File: src/rtl/hrs_pkg.sv
package hrs_pkg;

  typedef enum logic [2:0] {
    DIR_LOCAL = 3'd0,
    DIR_EAST  = 3'd1,
    DIR_WEST  = 3'd2,
    DIR_NORTH = 3'd3,
    DIR_SOUTH = 3'd4,
    DIR_AIR   = 3'd5
  } routeDir_e;

  typedef enum logic [1:0] {
    ACT_WIRED  = 2'd0,
    ACT_DIRECT = 2'd1,
    ACT_RELAY  = 2'd2
  } action_e;

  typedef struct packed {
    logic sameSub;
    logic dstIfFree;
    logic relayFound;
  } pathFlags_t;

  typedef struct packed {
    logic    load;
    action_e act;
    logic    raiseDone;
  } ctrlStrobes_t;

endpackage

File: src/rtl/hrs_relay_scan.sv
module hrs_relay_scan #(
  parameter int MESH_DIM = 8,
  parameter int SUB_DIM  = 2,
  localparam int SPS     = MESH_DIM / SUB_DIM,
  localparam int NUM_IF  = SPS * SPS,
  localparam int COORD_W = $clog2(MESH_DIM),
  localparam int SUB_W   = $clog2(NUM_IF),
  localparam int DIST_W  = COORD_W + 2
) (
  input  logic [COORD_W-1:0] curX,
  input  logic [COORD_W-1:0] curY,
  input  logic [COORD_W-1:0] dstX,
  input  logic [COORD_W-1:0] dstY,
  input  logic [SUB_W-1:0]   curSub,
  input  logic [SUB_W-1:0]   dstSub,
  input  logic [NUM_IF-1:0]  ifFull,
  output logic               found,
  output logic [SUB_W-1:0]   bestIf
);

  localparam int LOCAL_W = $clog2(SUB_DIM);

  function automatic logic [DIST_W-1:0] absDiff(input logic [COORD_W-1:0] a,
                                                input logic [COORD_W-1:0] b);
    return (a > b) ? DIST_W'(a - b) : DIST_W'(b - a);
  endfunction

  logic [COORD_W-1:0] ownX, ownY;
  logic [DIST_W-1:0]  ownDist, wiredDist;

  assign ownX      = {curX[COORD_W-1:LOCAL_W], {LOCAL_W{1'b0}}};
  assign ownY      = {curY[COORD_W-1:LOCAL_W], {LOCAL_W{1'b0}}};
  assign ownDist   = absDiff(curX, ownX) + absDiff(curY, ownY);
  assign wiredDist = absDiff(curX, dstX) + absDiff(curY, dstY);

  logic [DIST_W-1:0] candCost [NUM_IF];
  logic [NUM_IF-1:0] candOk;

  for (genvar j = 0; j < NUM_IF; j++) begin : g_cand
    localparam int IX = (j % SPS) * SUB_DIM;
    localparam int IY = (j / SPS) * SUB_DIM;
    assign candCost[j] = ownDist + DIST_W'(1)
                       + absDiff(COORD_W'(IX), dstX) + absDiff(COORD_W'(IY), dstY);
    assign candOk[j]   = !ifFull[j] && (SUB_W'(j) != curSub) && (SUB_W'(j) != dstSub)
                       && (candCost[j] < wiredDist);
  end

  logic [DIST_W-1:0] bestCost;

  always_comb begin
    found    = 1'b0;
    bestIf   = '0;
    bestCost = '1;
    for (int k = 0; k < NUM_IF; k++) begin
      if (candOk[k] && (!found || candCost[k] < bestCost)) begin
        found    = 1'b1;
        bestIf   = SUB_W'(k);
        bestCost = candCost[k];
      end
    end
  end

endmodule

File: src/rtl/hrs_datapath.sv
module hrs_datapath
  import hrs_pkg::*;
#(
  parameter int MESH_DIM = 8,
  parameter int SUB_DIM  = 2,
  parameter int NUM_VC   = 4,
  localparam int SPS     = MESH_DIM / SUB_DIM,
  localparam int NUM_IF  = SPS * SPS,
  localparam int COORD_W = $clog2(MESH_DIM),
  localparam int ADDR_W  = 2 * COORD_W,
  localparam int SUB_W   = $clog2(NUM_IF),
  localparam int VC_W    = $clog2(NUM_VC)
) (
  input  logic                     clk,
  input  logic                     rstN,
  input  logic [ADDR_W-1:0]        curAddr,
  input  logic [ADDR_W-1:0]        dstAddr,
  input  logic [NUM_IF*NUM_VC-1:0] vcFreeMap,
  input  ctrlStrobes_t             strobes,
  output pathFlags_t               flags,
  output logic [2:0]               routeDir,
  output logic [VC_W-1:0]          routeVc,
  output logic [SUB_W-1:0]         wirelessIf,
  output logic [ADDR_W-1:0]        nextAddr
);

  localparam int LOCAL_W = $clog2(SUB_DIM);
  localparam int SIDE_W  = $clog2(SPS);

  function automatic logic [VC_W-1:0] lowFree(input logic [NUM_VC-1:0] v);
    logic [VC_W-1:0] r;
    r = '0;
    for (int i = NUM_VC - 1; i >= 0; i--) begin
      if (v[i]) r = VC_W'(i);
    end
    return r;
  endfunction

  function automatic logic [ADDR_W-1:0] encode(input logic [COORD_W-1:0] x,
                                               input logic [COORD_W-1:0] y);
    return {y[COORD_W-1 -: SIDE_W], x[COORD_W-1 -: SIDE_W],
            y[LOCAL_W-1:0], x[LOCAL_W-1:0]};
  endfunction

  logic [SUB_W-1:0]   curSub, dstSub;
  logic [COORD_W-1:0] curX, curY, dstX, dstY;

  assign curSub = curAddr[ADDR_W-1 -: SUB_W];
  assign dstSub = dstAddr[ADDR_W-1 -: SUB_W];
  assign curX   = {curSub[SIDE_W-1:0], curAddr[LOCAL_W-1:0]};
  assign curY   = {curSub[SUB_W-1 -: SIDE_W], curAddr[2*LOCAL_W-1 -: LOCAL_W]};
  assign dstX   = {dstSub[SIDE_W-1:0], dstAddr[LOCAL_W-1:0]};
  assign dstY   = {dstSub[SUB_W-1 -: SIDE_W], dstAddr[2*LOCAL_W-1 -: LOCAL_W]};

  logic [NUM_IF-1:0] ifFull;
  for (genvar i = 0; i < NUM_IF; i++) begin : g_full
    assign ifFull[i] = ~|vcFreeMap[i*NUM_VC +: NUM_VC];
  end

  logic             relayFound;
  logic [SUB_W-1:0] relayIf;

  hrs_relay_scan #(.MESH_DIM(MESH_DIM), .SUB_DIM(SUB_DIM)) u_scan (
    .curX(curX), .curY(curY), .dstX(dstX), .dstY(dstY),
    .curSub(curSub), .dstSub(dstSub), .ifFull(ifFull),
    .found(relayFound), .bestIf(relayIf)
  );

  assign flags.sameSub    = (curSub == dstSub);
  assign flags.dstIfFree  = !ifFull[dstSub];
  assign flags.relayFound = relayFound;

  routeDir_e          stepDir;
  logic [COORD_W-1:0] stepX, stepY;

  always_comb begin
    stepDir = DIR_LOCAL;
    stepX   = curX;
    stepY   = curY;
    if (dstX > curX) begin
      stepDir = DIR_EAST;  stepX = curX + 1'b1;
    end else if (dstX < curX) begin
      stepDir = DIR_WEST;  stepX = curX - 1'b1;
    end else if (dstY > curY) begin
      stepDir = DIR_NORTH; stepY = curY + 1'b1;
    end else if (dstY < curY) begin
      stepDir = DIR_SOUTH; stepY = curY - 1'b1;
    end
  end

  routeDir_e         dirD;
  logic [VC_W-1:0]   vcD;
  logic [SUB_W-1:0]  ifD;
  logic [ADDR_W-1:0] nextD;

  always_comb begin
    case (strobes.act)
      ACT_DIRECT: begin
        dirD  = DIR_AIR;
        vcD   = lowFree(vcFreeMap[dstSub*NUM_VC +: NUM_VC]);
        ifD   = dstSub;
        nextD = {dstSub, {(2*LOCAL_W){1'b0}}};
      end
      ACT_RELAY: begin
        dirD  = DIR_AIR;
        vcD   = lowFree(vcFreeMap[relayIf*NUM_VC +: NUM_VC]);
        ifD   = relayIf;
        nextD = {relayIf, {(2*LOCAL_W){1'b0}}};
      end
      default: begin
        dirD  = stepDir;
        vcD   = '0;
        ifD   = '0;
        nextD = encode(stepX, stepY);
      end
    endcase
  end

  always_ff @(posedge clk) begin
    if (!rstN) begin
      routeDir   <= DIR_LOCAL;
      routeVc    <= '0;
      wirelessIf <= '0;
      nextAddr   <= '0;
    end else if (strobes.load) begin
      routeDir   <= dirD;
      routeVc    <= vcD;
      wirelessIf <= ifD;
      nextAddr   <= nextD;
    end
  end

endmodule

File: src/rtl/hrs_control.sv
module hrs_control
  import hrs_pkg::*;
(
  input  logic         clk,
  input  logic         rstN,
  input  logic         hdrValid,
  input  pathFlags_t   flags,
  output ctrlStrobes_t strobes,
  output logic         routeValid,
  output logic         doneReq
);

  always_comb begin
    strobes.load = hdrValid;
    if (flags.sameSub)         strobes.act = ACT_WIRED;
    else if (flags.dstIfFree)  strobes.act = ACT_DIRECT;
    else if (flags.relayFound) strobes.act = ACT_RELAY;
    else                       strobes.act = ACT_WIRED;
    strobes.raiseDone = (strobes.act == ACT_RELAY);
  end

  always_ff @(posedge clk) begin
    if (!rstN) begin
      routeValid <= 1'b0;
      doneReq    <= 1'b0;
    end else begin
      routeValid <= strobes.load;
      doneReq    <= strobes.load && strobes.raiseDone;
    end
  end

endmodule

File: src/rtl/hybrid_route_selector.sv
module hybrid_route_selector
  import hrs_pkg::*;
#(
  parameter int MESH_DIM = 8,
  parameter int SUB_DIM  = 2,
  parameter int NUM_VC   = 4,
  localparam int SPS     = MESH_DIM / SUB_DIM,
  localparam int NUM_IF  = SPS * SPS,
  localparam int ADDR_W  = 2 * $clog2(MESH_DIM),
  localparam int SUB_W   = $clog2(NUM_IF),
  localparam int VC_W    = $clog2(NUM_VC)
) (
  input  logic                     clk,
  input  logic                     rstN,
  input  logic                     hdrValid,
  input  logic [ADDR_W-1:0]        curAddr,
  input  logic [ADDR_W-1:0]        dstAddr,
  input  logic [NUM_IF*NUM_VC-1:0] vcFreeMap,
  output logic                     routeValid,
  output logic [2:0]               routeDir,
  output logic [VC_W-1:0]          routeVc,
  output logic [SUB_W-1:0]         wirelessIf,
  output logic [ADDR_W-1:0]        nextAddr,
  output logic                     doneReq
);

  pathFlags_t   flags;
  ctrlStrobes_t strobes;

  hrs_control u_ctrl (
    .clk(clk), .rstN(rstN), .hdrValid(hdrValid), .flags(flags),
    .strobes(strobes), .routeValid(routeValid), .doneReq(doneReq)
  );

  hrs_datapath #(.MESH_DIM(MESH_DIM), .SUB_DIM(SUB_DIM), .NUM_VC(NUM_VC)) u_dp (
    .clk(clk), .rstN(rstN), .curAddr(curAddr), .dstAddr(dstAddr),
    .vcFreeMap(vcFreeMap), .strobes(strobes), .flags(flags),
    .routeDir(routeDir), .routeVc(routeVc), .wirelessIf(wirelessIf),
    .nextAddr(nextAddr)
  );

endmodule

File: config.mk
export PLATFORM = sky130hd
export DESIGN_NAME = hybrid_route_selector
export DESIGN_NICKNAME = d
export VERILOG_FILES = /design/src/rtl/hrs_pkg.sv /design/src/rtl/hrs_relay_scan.sv /design/src/rtl/hrs_datapath.sv /design/src/rtl/hrs_control.sv /design/src/rtl/hybrid_route_selector.sv
export SDC_FILE = /design/constraint.sdc
export NUM_CORES = 1
export LEC_CHECK = 0
export ABC_AREA = 1
export BUFFER_PORTS_ARGS = -buffer_cell sky130_fd_sc_hd__buf_2
export CAP_MARGIN = 40
export CORE_MARGIN = 1
export CORE_UTILIZATION = 30
export DETAILED_ROUTE_END_ITERATION = 8
export SYNTH_ARGS = -nofsm -noshare
export SYNTH_HDL_FRONTEND = slang
export SYNTH_SLANG_ARGS = --single-unit
File: constraint.sdc
create_clock -name clk -period 75.2 [get_ports clk]
set_clock_uncertainty 0.05 [all_clocks]
set_input_delay 15.04 -clock clk [delete_from_list [all_inputs] [get_ports clk]]
set_output_delay 15.04 -clock clk [all_outputs]
set_load 0.05 [all_outputs]
==> flow_summary.json <==
{
  "clockBufferDepth": 2,
  "dpl.hpwl_mm": 27.8,
  "synthArstFlopShare_pct": 0,
  "antenna_cells": 0,
  "holdPathStages": 1,
  "fill_cells": 3521,
  "clock-root-buffer": "clkbuf_16",
  "max_stage_delay_ns": 0.69,
  "ys_seq_area_share_pct": 3.45,
  "pre_cts_ws_ns": 34.42,
  "fmax_mhz": 24.5,
  "area_growth_syn_to_layout_pct": 10.1,
  "post_synth.cell_area_avg_sq_um": 6.45,
  "rows": 66,
  "grt_setup_unrepaired": "false",
  "crit_arrival_ns": 40.97,
  "synth_top_area_share_pct": 25.0,
  "worstSetupPathType": "primary input to flip-flop",
  "die_area_sq_um": 33600,
  "grt_pass1_wl_mm": 54.7,
  "drc": 0,
  "port_buffers": 95,
  "routed_via_density": 5.23,
  "r2r_start": "u_dp.nextAddr[4]",
  "drt_first_pass_iters": 8,
  "layout.cells.most_common_list": "nand2_1 (356), inv_1 (225), ha_1 (197)",
  "netlist_instances": 1528,
  "synth_ff_type": "dfxtp_1",
  "critPathRequiredTime_ns": 75.33,
  "crit_slowest_cell": "xnor2_1",
  "maxCapViolCount": 0,
  "outcome": "complete, no violations",
  "clock_insertion_delay_worst_skew_ns": 0.24,
  "final_layout_size_suffix_gt1_share_pct": 10.8,
  "grt_usage_pct": 20.5,
  "finalCritPeriodShare_pct": 54.3,
  "initial_utilization_pct": 30.4,
  "h-tree-depth": 1,
  "gp_congestion": 0.980,
  "multi_input_comb_area_sq_um": 8460,
  "die_h_microns": 183,
  "grt-ovfl-total": 0,
  "netlist_area_sq_um": 9860,
  "antenna_found_initial": 0,
  "worst-path-max-fanout": 26,
  "postCtsHoldBufs": 0,
  "start_kind": "primary input",
  "tns_ns": 0,
  "endpoint_kind": "flip-flop",
  "postRouteAntennaNets": 0,
  "final.setup.worst_slack_ns": 34.35,
  "r2r_cells": 2,
  "critPathLaunch": "curAddr[1]",
  "grt_max_degree": 43,
  "worst_slew_pin_slew_ns": 0.981,
  "layout_commonest_cell": "nand2_1",
  "ys_types": 60,
  "ios": 96,
  "ys.warnings.count": 0,
  "finalHoldViolCount": 0,
  "drtIter0Drc": 1005,
  "cp_common_cell": "nand2_1",
  "grt_pass1_vias": 10218,
  "min_period_ns": 40.85,
  "whs_endpoint": "u_dp.wirelessIf[2]",
  "core_area_sq_um": 32500,
  "yosys_register_bits": 17,
  "yosysTopAreaCell": "ha_1",
  "die_w_microns": 183,
  "cts_inserted_buffers": 3,
  "cts_tree": "yes",
  "synth_edf_count": 0,
  "wl_per_cell_microns": 16.9,
  "cts_setup_buffers": 0,
  "nets": 1912,
  "cts-resized-gates": 0,
  "r2r-end": "u_dp.nextAddr[4]",
  "min_path_type": "flip-flop to flip-flop",
  "setup_viol": 0,
  "clock_sinks": 17,
  "hp-start": "u_dp.wirelessIf[2]",
  "yosys-top-cells-area": "ha_1 (25%), nand2_1 (14%), inv_1 (8.6%), nand3_1 (8.5%), fa_1 (5.9%)",
  "worst-r2r-setup-slack_ns": 74.49,
  "vias": 10704,
  "relSlewSlack_pct": 34.0,
  "regArea_sq_um": 340,
  "routed_wl_mm": 34.6,
  "drv_slew": 0,
  "clk_pin_slew_ns": 0.05
}
## cell type report
type / instances / share of cell area (%)
Tap cell: 442 / 5.09
Clock buffer: 3 / 0.691
Timing Repair Buffer: 104 / 4.98
Sequential cell: 17 / 3.13
Inverter: 235 / 8.17
Clock inverter: 1 / 0.0461
Multi-Input combinational cell: 1246 / 77.9
## worst max path at each step
stage	end	slack [ns]	cells after the start
floorplan	u_dp.routeVc[1]	36.99	168
global placement	u_dp.routeVc[0]	35.13	163
detailed placement	u_dp.routeVc[0]	34.42	163
CTS	u_dp.routeVc[0]	34.60	163
global route	u_dp.routeVc[0]	31.93	165
finish	u_dp.routeVc[0]	34.35	163
## sequential cells by signal, summed over array words and instances, names as in the netlist
name,flops
u_dp.nextAddr,6
u_dp.wirelessIf,4
u_ctrl.routeValid,1
u_ctrl.doneReq,1
u_dp.routeVc,2
u_dp.routeDir,3
## per-layer routing
layer	vias up	part of all wire, %	wire (microns)	global-route usage, %
met5	-	0	0	0
met2	478	44	15300	34.3
li1	5299	-	-	-
met1	4851	45	15500	27.3
met4	0	3.4	1180	6.60
met3	76	7.8	2700	2.14
## logic make-up (layout without fill, tap and decap cells)
logic type / count (synthesis) / in the layout / share of synthesized area (%)
AND/OR/NAND/NOR: 664 / 664 / 30.9
flip-flops: 17 / 17 / 3.45
other: 1 / 4 / 0.0380
buffers and inverters: 268 / 343 / 11.0
AO/OA/AOI/OAI: 303 / 303 / 19.3
XOR/XNOR: 49 / 49 / 4.43
adder cells (fa/ha/maj): 226 / 226 / 30.9
## synth_stat cells, types with 5 or more instances
cell type,number
a21o_1,16
a21oi_1,68
a221oi_1,12
a31oi_1,17
and2_1,15
buf_2,6
buf_4,6
buf_6,6
clkbuf_1,12
dfxtp_1,17
fa_1,29
ha_1,197
inv_1,225
inv_2,5
nand2_1,356
nand2_2,15
nand2_4,5
nand3_1,167
nand3b_1,6
nand4_1,12
nor2_1,53
nor4_1,6
o2111ai_1,5
o211ai_1,16
o21a_1,31
o21ai_0,79
o21ai_1,21
o21ai_2,7
o221ai_1,11
or2_2,12
xnor2_1,16
xor2_1,32
## through the flow
stage | cell area [sq um] | hold WS [ns] | utilization [%] | std cells
CTS | 10900 | 0.429 | 33.4 | 2047
floorplan | 9870 | 0.640 | - | 1531
global route | 10900 | 0.459 | 33.5 | 2048
global placement | 10800 | 0.405 | 33.2 | 2043
finish | 10900 | 0.427 | 33.5 | 2048
detailed placement | 10800 | 0.417 | 33.2 | 2043
## worst max-delay path: cells and delay by family
kind	cells	cell delay (ns)
XOR/XNOR	1	0.69
adder cells (fa/ha/maj)	20	5.37
AO/OA/AOI/OAI	57	8.74
buffers and inverters	13	1.82
AND/OR/NAND/NOR	72	9.22
Power is left out: the tool's default activity adds up to more than one toggle a clock period on the data nets, which glitch-free logic cannot reach.
